--- src/rtl/rwr_pkg.sv ---
package rwr_pkg;
  typedef enum logic {
    DIR_READ  = 1'b0,
    DIR_WRITE = 1'b1
  } dir_e;

  localparam int WINDOW_SLOTS = 2;
endpackage

--- src/rtl/rwr_pick.sv ---
module rwr_pick #(
  parameter int ADDR_W = 16
) (
  input  logic              a_valid,
  input  logic              a_we,
  input  logic [ADDR_W-1:0] a_addr,
  input  logic              a_byp,
  input  logic              b_valid,
  input  logic              b_we,
  input  logic [ADDR_W-1:0] b_addr,
  input  logic              last_we,
  output logic              take_b
);
  logic head_turns;
  logic next_keeps;
  logic hazard;

  always_comb begin
    head_turns = a_valid && (a_we != last_we);
    next_keeps = b_valid && (b_we == last_we);
    hazard     = (a_addr == b_addr);
    take_b     = head_turns && next_keeps && !hazard && !a_byp;
  end
endmodule

--- src/rtl/rwr_slots.sv ---
module rwr_slots #(
  parameter int ADDR_W = 16,
  parameter int DATA_W = 32
) (
  input  logic              clk,
  input  logic              rst,
  input  logic              push,
  input  logic              push_we,
  input  logic [ADDR_W-1:0] push_addr,
  input  logic [DATA_W-1:0] push_data,
  input  logic              pop_a,
  input  logic              pop_b,
  output logic              a_valid,
  output logic              a_we,
  output logic [ADDR_W-1:0] a_addr,
  output logic [DATA_W-1:0] a_data,
  output logic              a_byp,
  output logic              b_valid,
  output logic              b_we,
  output logic [ADDR_W-1:0] b_addr,
  output logic [DATA_W-1:0] b_data
);
  // control state: reset
  always_ff @(posedge clk) begin
    if (rst) begin
      a_valid <= 1'b0;
      b_valid <= 1'b0;
      a_byp   <= 1'b0;
    end else if (pop_b) begin
      a_byp   <= 1'b1;
      b_valid <= push;
    end else if (pop_a) begin
      if (b_valid) begin
        a_valid <= 1'b1;
        a_byp   <= 1'b0;
        b_valid <= push;
      end else begin
        a_valid <= push;
        a_byp   <= 1'b0;
      end
    end else if (push) begin
      if (!a_valid) begin
        a_valid <= 1'b1;
        a_byp   <= 1'b0;
      end else begin
        b_valid <= 1'b1;
      end
    end
  end

  // payload: no reset, register-file friendly
  always_ff @(posedge clk) begin
    if (pop_b) begin
      if (push) begin
        b_we   <= push_we;
        b_addr <= push_addr;
        b_data <= push_data;
      end
    end else if (pop_a) begin
      if (b_valid) begin
        a_we   <= b_we;
        a_addr <= b_addr;
        a_data <= b_data;
        if (push) begin
          b_we   <= push_we;
          b_addr <= push_addr;
          b_data <= push_data;
        end
      end else if (push) begin
        a_we   <= push_we;
        a_addr <= push_addr;
        a_data <= push_data;
      end
    end else if (push) begin
      if (!a_valid) begin
        a_we   <= push_we;
        a_addr <= push_addr;
        a_data <= push_data;
      end else begin
        b_we   <= push_we;
        b_addr <= push_addr;
        b_data <= push_data;
      end
    end
  end
endmodule

--- src/rtl/rwr_outreg.sv ---
module rwr_outreg #(
  parameter int ADDR_W = 16,
  parameter int DATA_W = 32
) (
  input  logic              clk,
  input  logic              rst,
  input  logic              load,
  input  logic              ld_we,
  input  logic [ADDR_W-1:0] ld_addr,
  input  logic [DATA_W-1:0] ld_data,
  input  logic              out_ready,
  output logic              can_load,
  output logic              last_we,
  output logic              out_valid,
  output logic              out_we,
  output logic [ADDR_W-1:0] out_addr,
  output logic [DATA_W-1:0] out_wdata
);
  import rwr_pkg::*;

  assign can_load = !out_valid || out_ready;

  always_ff @(posedge clk) begin
    if (rst) begin
      out_valid <= 1'b0;
      last_we   <= DIR_READ;
    end else if (can_load) begin
      out_valid <= load;
      if (load) last_we <= ld_we;
    end
  end

  always_ff @(posedge clk) begin
    if (can_load && load) begin
      out_we    <= ld_we;
      out_addr  <= ld_addr;
      out_wdata <= ld_data;
    end
  end
endmodule

--- src/rtl/rw_group_reorder.sv ---
module rw_group_reorder #(
  parameter int ADDR_W = 16,
  parameter int DATA_W = 32
) (
  input  logic              clk,
  input  logic              rst,
  input  logic              in_valid,
  output logic              in_ready,
  input  logic              in_we,
  input  logic [ADDR_W-1:0] in_addr,
  input  logic [DATA_W-1:0] in_wdata,
  output logic              out_valid,
  input  logic              out_ready,
  output logic              out_we,
  output logic [ADDR_W-1:0] out_addr,
  output logic [DATA_W-1:0] out_wdata
);
  logic              a_valid, a_we, a_byp;
  logic              b_valid, b_we;
  logic [ADDR_W-1:0] a_addr, b_addr;
  logic [DATA_W-1:0] a_data, b_data;
  logic              can_load, last_we, take_b, issue, push;
  logic              sel_we;
  logic [ADDR_W-1:0] sel_addr;
  logic [DATA_W-1:0] sel_data;

  assign in_ready = !b_valid;
  assign push     = in_valid && in_ready;
  assign issue    = can_load && a_valid;

  always_comb begin
    sel_we   = take_b ? b_we   : a_we;
    sel_addr = take_b ? b_addr : a_addr;
    sel_data = take_b ? b_data : a_data;
  end

  rwr_slots #(.ADDR_W(ADDR_W), .DATA_W(DATA_W)) u_slots (
    .clk(clk), .rst(rst),
    .push(push), .push_we(in_we), .push_addr(in_addr), .push_data(in_wdata),
    .pop_a(issue && !take_b), .pop_b(issue && take_b),
    .a_valid(a_valid), .a_we(a_we), .a_addr(a_addr), .a_data(a_data), .a_byp(a_byp),
    .b_valid(b_valid), .b_we(b_we), .b_addr(b_addr), .b_data(b_data)
  );

  rwr_pick #(.ADDR_W(ADDR_W)) u_pick (
    .a_valid(a_valid), .a_we(a_we), .a_addr(a_addr), .a_byp(a_byp),
    .b_valid(b_valid), .b_we(b_we), .b_addr(b_addr),
    .last_we(last_we), .take_b(take_b)
  );

  rwr_outreg #(.ADDR_W(ADDR_W), .DATA_W(DATA_W)) u_out (
    .clk(clk), .rst(rst),
    .load(issue), .ld_we(sel_we), .ld_addr(sel_addr), .ld_data(sel_data),
    .out_ready(out_ready), .can_load(can_load), .last_we(last_we),
    .out_valid(out_valid), .out_we(out_we), .out_addr(out_addr), .out_wdata(out_wdata)
  );
endmodule

--- config.mk ---
export PLATFORM = sky130hd
export DESIGN_NAME = rw_group_reorder
export DESIGN_NICKNAME = d
export VERILOG_FILES = /design/src/rtl/rwr_pkg.sv /design/src/rtl/rwr_pick.sv /design/src/rtl/rwr_slots.sv /design/src/rtl/rwr_outreg.sv /design/src/rtl/rw_group_reorder.sv
export SDC_FILE = /design/constraint.sdc
export NUM_CORES = 1
export LEC_CHECK = 0
export BUFFER_PORTS_ARGS = -buffer_cell sky130_fd_sc_hd__clkbuf_2
export CAP_MARGIN = 20
export CORE_MARGIN = 3
export CORE_UTILIZATION = 60
export DETAILED_ROUTE_END_ITERATION = 6
export PLACE_DENSITY = 0.84
export REMOVE_ABC_BUFFERS = 1
export SLEW_MARGIN = 30
export SYNTH_ARGS = -nofsm -noshare
export SYNTH_HDL_FRONTEND = slang
export SYNTH_SLANG_ARGS = --single-unit
--- constraint.sdc ---
create_clock -name clk -period 16.5 [get_ports clk]
set_clock_uncertainty 0.2 [all_clocks]
set_input_delay 0.825 -clock clk [delete_from_list [all_inputs] [get_ports clk]]
set_output_delay 0.825 -clock clk [all_outputs]
set_load 0.02 [all_outputs]
# Word-level counts from Yosys, hierarchy flattened
# Index checks and enable logic that the tools add are counted.
[classes] eq_ne=6 reduce_logical=26 bitwise_logic=1 n_mux=48
[ops] operator="32-bit 2-to-1 mux" count=12
[ops] operator="16-bit 2-to-1 mux" count=12
[ops] operator="1-bit 2-to-1 mux" count=24
[ops] operator="16-bit == test" count=1
[ops] operator="1-bit logical AND" count=10
[ops] operator="2-bit AND reduction" count=4
[ops] operator="3-bit nonzero test" count=2
[ops] operator="1-bit zero test" count=5
[ops] operator="4-bit AND reduction" count=1
[ops] operator="2-bit nonzero test" count=2
[ops] operator="3-bit by 1-bit != test with 1-bit output, second input constant" count=1
[ops] operator="3-bit != test, second input constant" count=1
[ops] operator="3-bit AND reduction" count=1
[ops] operator="2-bit by 1-bit != test with 1-bit output, second input constant" count=1
[ops] operator="1-bit == test" count=1
[ops] operator="1-bit logical OR" count=1
[ops] operator="1-bit != test" count=1
[ops] operator="1-bit inverter" count=1
[word_totals] output_inout_bits=51 word_cells=95 ff_bits=152 in_bits=53

# Longest topological paths before layout
# Gate-level depths: netlist of the first run.
[depth] depth_word=9 depth_mapped=7 depth_no_buf=5

# Modules after synthesis
# From an unflattened synthesis of the first run, not the netlist that was laid out.
[unflattened] cells_unflattened=370 hier_area_um2=6999.2
[modules_own_cells] module="rwr_slots" cells_per_inst=226 area_per_inst_um2=4361.7 n_inst=1 seq_area_each_um2=3002.9
[modules_own_cells] module="rwr_outreg" cells_per_inst=58 area_per_inst_um2=1565.3 n_inst=1 seq_area_each_um2=1511.4
[modules_own_cells] module="rw_group_reorder" cells_per_inst=60 area_per_inst_um2=869.6 n_inst=1 seq_area_each_um2=0.0
[modules_own_cells] module="rwr_pick" cells_per_inst=26 area_per_inst_um2=202.7 n_inst=1 seq_area_each_um2=0.0

# Worst setup path before layout of the first run
# OpenSTA, ideal clock, no wires.
[synth_path] path_kind="input-to-reg" start="input port out_ready" end="register u_slots.b_addr[0], enable pin" stages=4 t_required_ns=15.777 path_buffers=0 path_slack_ns=10.708 setup_time_ns=0.523 arrival_ns=5.069 cell_sequence="nor2b_1 > nor2_1 > nand2_1 > o21ai_0"
[synth_between] elab_chain_cells=5 word_cells_on_any_way=8 cone_classes="eq/ne (1); reduce/logical (7)"
[synth_rtl] element="start: declaration" line="rw_group_reorder.sv:13" source="input logic out_ready,"
[synth_rtl] element="1-bit logical OR *" line="rwr_outreg.sv:21" source="assign can_load = !out_valid || out_ready;"
[synth_rtl] element="1-bit logical AND *" line="rw_group_reorder.sv:29" source="assign issue = can_load && a_valid;"
[synth_rtl] element="via issue" line="rw_group_reorder.sv:22" source="logic can_load, last_we, take_b, issue, push;"
[synth_rtl] element="1-bit logical AND" line="rw_group_reorder.sv:40" source=".pop_a(issue && !take_b), .pop_b(issue && take_b),"
[synth_rtl] element="3-bit != test (no source line) or 3-bit nonzero test (tied branches)"
[synth_rtl] element="3-bit AND reduction (no source line) *"
[synth_rtl] element="end signal: assignment" line="rwr_slots.sv:56" source="b_addr <= push_addr;"
[synth_rtl] element="end signal: assignment" line="rwr_slots.sv:66" source="b_addr <= push_addr;"
[synth_rtl] element="end signal: assignment" line="rwr_slots.sv:81" source="b_addr <= push_addr;"
[synth_rtl] element="end: declaration" line="rwr_slots.sv:20" source="output logic [ADDR_W-1:0] b_addr,"
# Mark *: on every way through the listed nets, which the timed path passes. The rest lies on a longest branch.
# A chain may end at the register's enable or synchronous reset.

# Worst setup path after layout of the first run
[layout_path] start="register u_slots.b_addr[5]" end="register u_slots.a_data[25], data pin"
[layout_between] elab_chain_cells=7
[layout_rtl] element="16-bit == test" line="rwr_pick.sv:21" source="hazard = (a_addr == b_addr);"
[layout_rtl] element="1-bit zero test" line="rwr_pick.sv:22" source="take_b = head_turns && next_keeps && !hazard && !a_byp;"
[layout_rtl] element="1-bit logical AND (2 in a row)" line="rwr_pick.sv:22"
[layout_rtl] element="1-bit zero test" line="rw_group_reorder.sv:40"
[layout_rtl] element="1-bit logical AND" line="rw_group_reorder.sv:40"
[layout_rtl] element="32-bit 2-to-1 mux" line="rwr_slots.sv:59" source="end else if (pop_a) begin"
[layout_rtl] element="end signal: assignment" line="rwr_slots.sv:63" source="a_data <= b_data;"
[layout_rtl] element="end signal: assignment" line="rwr_slots.sv:72" source="a_data <= push_data;"
[layout_rtl] element="end signal: assignment" line="rwr_slots.sv:78" source="a_data <= push_data;"
[layout_rtl] element="end: declaration" line="rwr_slots.sv:16" source="output logic [DATA_W-1:0] a_data,"
# No other way between the ends.

==> results of run 1 <==
-- Yosys cell counts (all sizes together) --
cell type,instances,area [sq um]
and2,1,6.26
inv,2,7.51
o211ai,1,7.51
dfxtp,5,100
nor2,7,26.3
a31o,1,8.76
o31ai,1,7.51
or2,2,12.5
a21oi,2,10.0
buf,15,125
edfxtp,147,4410
nand4,4,25.0
or4b,1,10.0
nor2b,2,12.5
o21bai,1,7.51
o41ai,1,8.76
xnor2,16,140
nor3,2,15.0
nor4b,1,8.76
mux2,146,1720
nand2,6,22.5
a31oi,1,6.26
o31a,1,10.0
nor4,1,21.3
o21ai,3,15.0
a211oi,1,7.51
-- critical path: stages (launching register included) --
cell and delay (ns):
edfxtp_1 0.44, xnor2_1 0.20, nand4_1 0.21, nor4_4 0.48
o31a_2 0.37, buf_4 0.56, mux2_2 0.41
-- per-layer routing --
metal  vias to the layer above  part of all wire  wire length, microns  global-route usage
met1                      1821              0.42                  5080               0.253
met5                         -                 0                     0                   0
met4                         0             0.012                   142              0.0737
met2                       110              0.51                  6160               0.330
li1                       1683                 -                     -                   -
met3                        14             0.065                   790              0.0690
-- state kept, by name, indices dropped and copies added, names as in the netlist --
signal / count
u_out.out_wdata: 32
u_slots.a_data: 32
u_slots.b_data: 32
u_out.out_addr: 16
u_slots.a_addr: 16
u_slots.b_addr: 16
u_out.last_we: 1
u_out.out_valid: 1
u_out.out_we: 1
u_slots.a_byp: 1
u_slots.a_valid: 1
u_slots.a_we: 1
u_slots.b_valid: 1
u_slots.b_we: 1
-- area by class of cell --
| type | instances | area, sq um | area share |
|---|---|---|---|
| well taps | 140 | 175 | 0.0220 |
| multi-input cells | 202 | 2140 | 0.268 |
| clock inverters | 15 | 145 | 0.0182 |
| inverters | 2 | 7.51 | 0.000943 |
| flip-flops and latches | 152 | 4510 | 0.567 |
| repair buffers | 109 | 561 | 0.0704 |
| clock buffers | 17 | 425 | 0.0534 |
-- final timing paths --
check | start | to | slack, ns | cells after the start
worst max-delay path | u_slots.b_addr[5]$_DFFE_PP_ | u_slots.a_data[25]$_DFFE_PP_ | 13.33 | 6
worst min-delay path | u_slots.a_data[3]$_DFFE_PP_ | u_out.out_wdata[3]$_DFFE_PP_ | 0.34 | 1
worst max register to register | u_slots.b_addr[5]$_DFFE_PP_ | u_slots.a_data[25]$_DFFE_PP_ | 13.33 | 6
worst min register to register | u_slots.a_data[3]$_DFFE_PP_ | u_out.out_wdata[3]$_DFFE_PP_ | 0.34 | 1
-- power groups by stage --
stage / Combinational, mW / Sequential (mW) / Clock (mW)
6_report: 0.0697 / 0.454 / 0.371
3_5_place_dp: 0.0703 / 0.462 / 0
3_3_place_gp: 0.0674 / 0.462 / 0
4_1_cts: 0.0707 / 0.454 / 0.377
2_1_floorplan: 0.0384 / 0.470 / 0
5_1_grt: 0.0754 / 0.456 / 0.395
-- logic make-up (layout without fill, tap and decap cells) --
logic type | after synthesis | count (layout) | synth area share
buffers and inverters | 17 | 143 | 0.0196
AND/OR/NAND/NOR | 27 | 27 | 0.0237
flip-flops | 152 | 152 | 0.668
multiplexers | 146 | 146 | 0.254
AO/OA/AOI/OAI | 13 | 13 | 0.0132
XOR/XNOR | 16 | 16 | 0.0207
-- cells in the final DEF (no fill, tap or decap), types with 4 or more instances in the layout --
master / n
edfxtp_1: 147
mux2_2: 126
clkbuf_2: 103
mux2_4: 20
clkbuf_16: 17
xnor2_1: 16
nor2_1: 6
buf_4: 6
nand2_1: 5
clkinv_4: 5
dfxtp_1: 5
nand4_1: 4
inv_6: 4
-- through the flow --
| stage | std cells | util | cell area (sq um) |
|---|---|---|---|
| floorplan | 356 | - | 6630 |
| global placement | 605 | 0.676 | 7390 |
| detailed placement | 605 | 0.676 | 7390 |
| CTS | 637 | 0.728 | 7960 |
| global route | 637 | 0.728 | 7960 |
| finish | 637 | 0.728 | 7960 |
==> flow_summary.ini, run 1 <==
[power]
peakVddDrop_mv = 0.125
seqPwrFrac = 0.507
p_sw_uw = 204
swShare = 0.228
intPower_uw = 691
pwr-share-clk = 0.415
power_uw = 895
leakage_nw = 2.88
p_per_area_nw_per_um2 = 112
pwr-share-comb = 0.078

[logic_synthesis]
postSynthAreaPerCell_sq_um = 18.2
syn-instance-count = 371
ys_seq_elements = 152
yosys_warnings = 0
netlist_area_sq_um = 6760
seq_area_frac_synth = 0.668
ys_types = 29

[routing]
wl_per_cell_microns = 19.1
num_vias = 3628
viasPerCell = 5.70
post-route-drc-count = 0
drt_iter0_markers = 209
ant_nets = 0
wl_microns = 12200
drt_first_pass_iters = 4

[finish]
fin_nets = 537
nFillCells = 704
antenna_cells = 0
layout-drive-gt1-share = 0.598
area_growth_pct = 17.9

[clock_tree]
clock-root-buffer = clkbuf_16
cts_hold_buf = 0
post_cts_buffers = 0
clock-sinks = 152
cts_resized = 0
cts_buffers = 17
insertion_delay_ns = 0.42
cts_tree = yes
cts_max_level = 4
path_clk_slew_ns = 0.06
cts_buffer_depth = 2

[die]
die-area_sq_um = 12600
die-width_microns = 112
initial_core_util = 0.618
die_h_microns = 112
core_area_sq_um = 10900
num_io_pins = 104
rows = 38

[place]
port_buffers = 103
dp_hpwl_microns = 7330
pre_cts_ws_ns = 13.17
gp_congestion = 0.759

[global_route]
grt_pass1_wl_microns = 19300
grt_pass1_vias = 3840
grt_max_degree = 55
grt_overflow = 0
grtUsageTotal = 0.202
antenna_found_initial = 0

[run]
drv_cap = 0

[sta]
period_minus_slack_ns = 3.17
tns_ns = 0
finalCritPeriodShare = 0.192
setup_ws_ns = 13.33
hold_slack_ns = 0.344
drv_slew = 0
tightest_slew_ns = 0.760
setup_viol = 0
relSlewSlack = 0.493
fmax_mhz = 316
hold_viol = 0
rsz0062_at_grt = no

[critical_path]
cp.arrival_ns = 3.13
start_kind = register
required_ns = 16.47
path_class = reg -> reg
crit_fanout = 42
endpoint_kind = register

[worst_hold_path]
min-delay-path-class = reg -> reg

[outcome]
outcome = finished, final reports clean
Power figures use the tool's default switching activity.
==> run 2, diff against run 1 <==
ABC_AREA = 1   (was not set)
CORE_UTILIZATION = 51   (was 60)
PLACE_DENSITY = 0.76   (was 0.84)
clock period = 2.65 ns   (was 16.5 ns; I/O delays follow)
==> run 2 against run 1 <==
Setup slack lost 13 ns. First-iteration DRC count grew to 2.9 times the previous value. Synthesized cell count grew 88%. Clock power increased to 7.0 times the previous value. Global-route usage grew 3.0 points. Critical path depth up 1. Total power increased to 7.0 times the previous value. Register-to-register slack got worse by 13 ns. Sequential power increased to 6.5 times the previous value. Largest cell class unchanged. Critical endpoint is now u_slots.a_valid$_SDFFE_PP0P_. Design area rose by 10%.
==> flow_summary.ini, run 2 <==
[die]
initial_core_util = 0.530
core_area_sq_um = 12900
rows = 41
num_io_pins = 104
die_h_microns = 122
die-area_sq_um = 14800
die-width_microns = 122

[finish]
fin_area_sq_um = 8770
multiInputGateArea_sq_um = 1900
fin_util = 0.681
area_growth_pct = 28.4
reg_top3 = u_out.out_wdata x32, u_slots.a_data x32, u_slots.b_data x32
nFillCells = 966
antenna_cells = 0
fin_nets = 909
layout_commonest_cell = nand2_1
mostFrequentLayoutCells = 254 x nand2_1, 150 x o21ai_0, 147 x edfxtp_1, 103 x clkbuf_2, 63 x inv_1
regArea_sq_um = 4510
layout-drive-gt1-share = 0.193

[logic_synthesis]
async_flop_share = 0
netlist_area_sq_um = 6830
synth_area_leaders = edfxtp_1 65%, nand2_1 14%, o21ai_0 11%, inv_1 3.5%, dfxtp_1 1.5%
yosys_warnings = 0
synth_top_cell_by_area = edfxtp_1
yosysMostFrequentCell = nand2_1
ys_types = 18
synth_top_area_frac = 0.647
postSynthAreaPerCell_sq_um = 9.77
ys_seq_elements = 152
seq_area_frac_synth = 0.661
synth_ff_type = edfxtp_1
ys_top_cells_by_count = 255 x nand2_1, 150 x o21ai_0, 147 x edfxtp_1, 64 x inv_1, 24 x clkbuf_1
synth-edff-count = 147
syn-instance-count = 699

[critical_path]
crit_fanout = 37
start_kind = register
worstPathCellList = inv_2, buf_4, buf_4, nor2_1, o21ai_0, a21oi_1, dlygate4sd3_1
crit_path_max_incr_delay_ns = 0.57
cp.arrival_ns = 2.68
slowest_stage = dlygate4sd3_1
crit_path_frequent_cell = buf_4
endpoint_kind = register
path_class = reg -> reg
required_ns = 2.76

[place]
pre_cts_ws_ns = 0.290
dpl_cell_area_sq_um = 7580
port_buffers = 103
gp_congestion = 0.836
dp_hpwl_microns = 9960

[global_route]
grt_max_degree = 55
antenna_found_initial = 0
grt_pass1_wl_microns = 26600
grt_pass1_vias = 5605
grt_overflow = 0
grtUsageTotal = 0.232

[sta]
rsz0062_at_grt = no
drv_slew = 0
period_minus_slack_ns = 2.57
hold_viol = 0
relSlewSlack = 0.638
fmax_mhz = 389
setup_ws_ns = 0.0798
hold_slack_ns = 0.290
finalCritPeriodShare = 0.970
tightest_slew_ns = 0.543
setup_viol = 0

[power]
leakage_nw = 3.84
p_per_area_nw_per_um2 = 711
power_mw = 6.23
peakVddDrop_mv = 0.452

[routing]
drt_iter0_markers = 605
num_vias = 5516
post-route-drc-count = 0
ant_nets = 0
viasPerCell = 5.30
wl_per_cell_microns = 15.7
drt_first_pass_iters = 5
wl_microns = 16400

[worst_hold_path]
min-delay-path-class = reg -> reg

[clock_tree]
cts_max_level = 4
clock-sinks = 152
cts_buffer_depth = 2
insertion_delay_ns = 0.43
path_clk_slew_ns = 0.06
cts_tree = yes
cts_buffers = 17
clock-root-buffer = clkbuf_16

[outcome]
outcome = finished, final reports clean

[run]
drv_cap = 0
-- run 2: changes by cell type after synthesis, moves of 4 or more --
cell / delta
nand2_1: +249
o21ai_0: +147
mux2_2: -126
inv_1: +62
clkbuf_1: +24
mux2_4: -20
xnor2_1: -16
nor2_1: +11
inv_2: +10
buf_6: -6
a21oi_1: +4
nand4_1: -4
-- run 2: power by group --
group	switching, mW	total, mW	internal [mW]
Combinational	0.441	0.680	0.239
Clock	0.956	2.61	1.66
Sequential	0.0725	2.94	2.86
-- run 2: critical path, delay by kind of cell, from the launching register on --
| kind | cells | cell delay [ns] |
|---|---|---|
| buffers and inverters | 4 | 1.28 |
| AO/OA/AOI/OAI | 2 | 0.54 |
| AND/OR/NAND/NOR | 1 | 0.13 |
| flip-flops | 1 | 0.32 |
-- run 2: what timing repair did --
item                       4_1_cts  5_1_grt
setup buffers                    0        2
hold endpoints to repair       103        0
gates resized for setup          0        1
hold buffers                    53        0
setup endpoints to repair        0       16
-- run 2: through the flow --
stage	setup TNS (ns)	instances
after floorplan	-318.24	664
after global placement	0	954
after detailed placement	0	954
after CTS	0	1039
after global routing	0	1041
final	0	1041
-- run 2: final timing paths --
path         depth (start not counted)  slack (ns)                    startpoint                      endpoint
max                                  7        0.08  u_slots.b_valid$_SDFFE_PP0P_  u_slots.a_valid$_SDFFE_PP0P_
min                                  2        0.29  u_slots.b_valid$_SDFFE_PP0P_  u_slots.b_valid$_SDFFE_PP0P_
max reg2reg                          7        0.08  u_slots.b_valid$_SDFFE_PP0P_  u_slots.a_valid$_SDFFE_PP0P_
min reg2reg                          2        0.29  u_slots.b_valid$_SDFFE_PP0P_  u_slots.b_valid$_SDFFE_PP0P_
-- run 2: layout make-up --
cell class,count,area share
clock inverters,15,0.0237
clock buffers,17,0.0485
well taps,172,0.0246
flip-flops and latches,152,0.515
inverters,74,0.0317
multi-input cells,438,0.217
repair buffers,173,0.140
-- run 2: cell families after synthesis --
logic type,after synthesis,share of synthesized area
DFF,152,0.661
and+or+nand+nor,281,0.160
AOI/OAI and AO/OA,157,0.115
buffers and inverters,109,0.0638
-- run 2: routing by layer --
metal,vias to the layer above,GRT usage,part of all wire
met5,-,0,0
met4,0,0.110,0.027
li1,2636,-,-
met2,241,0.390,0.49
met3,36,0.0487,0.069
met1,2603,0.290,0.41
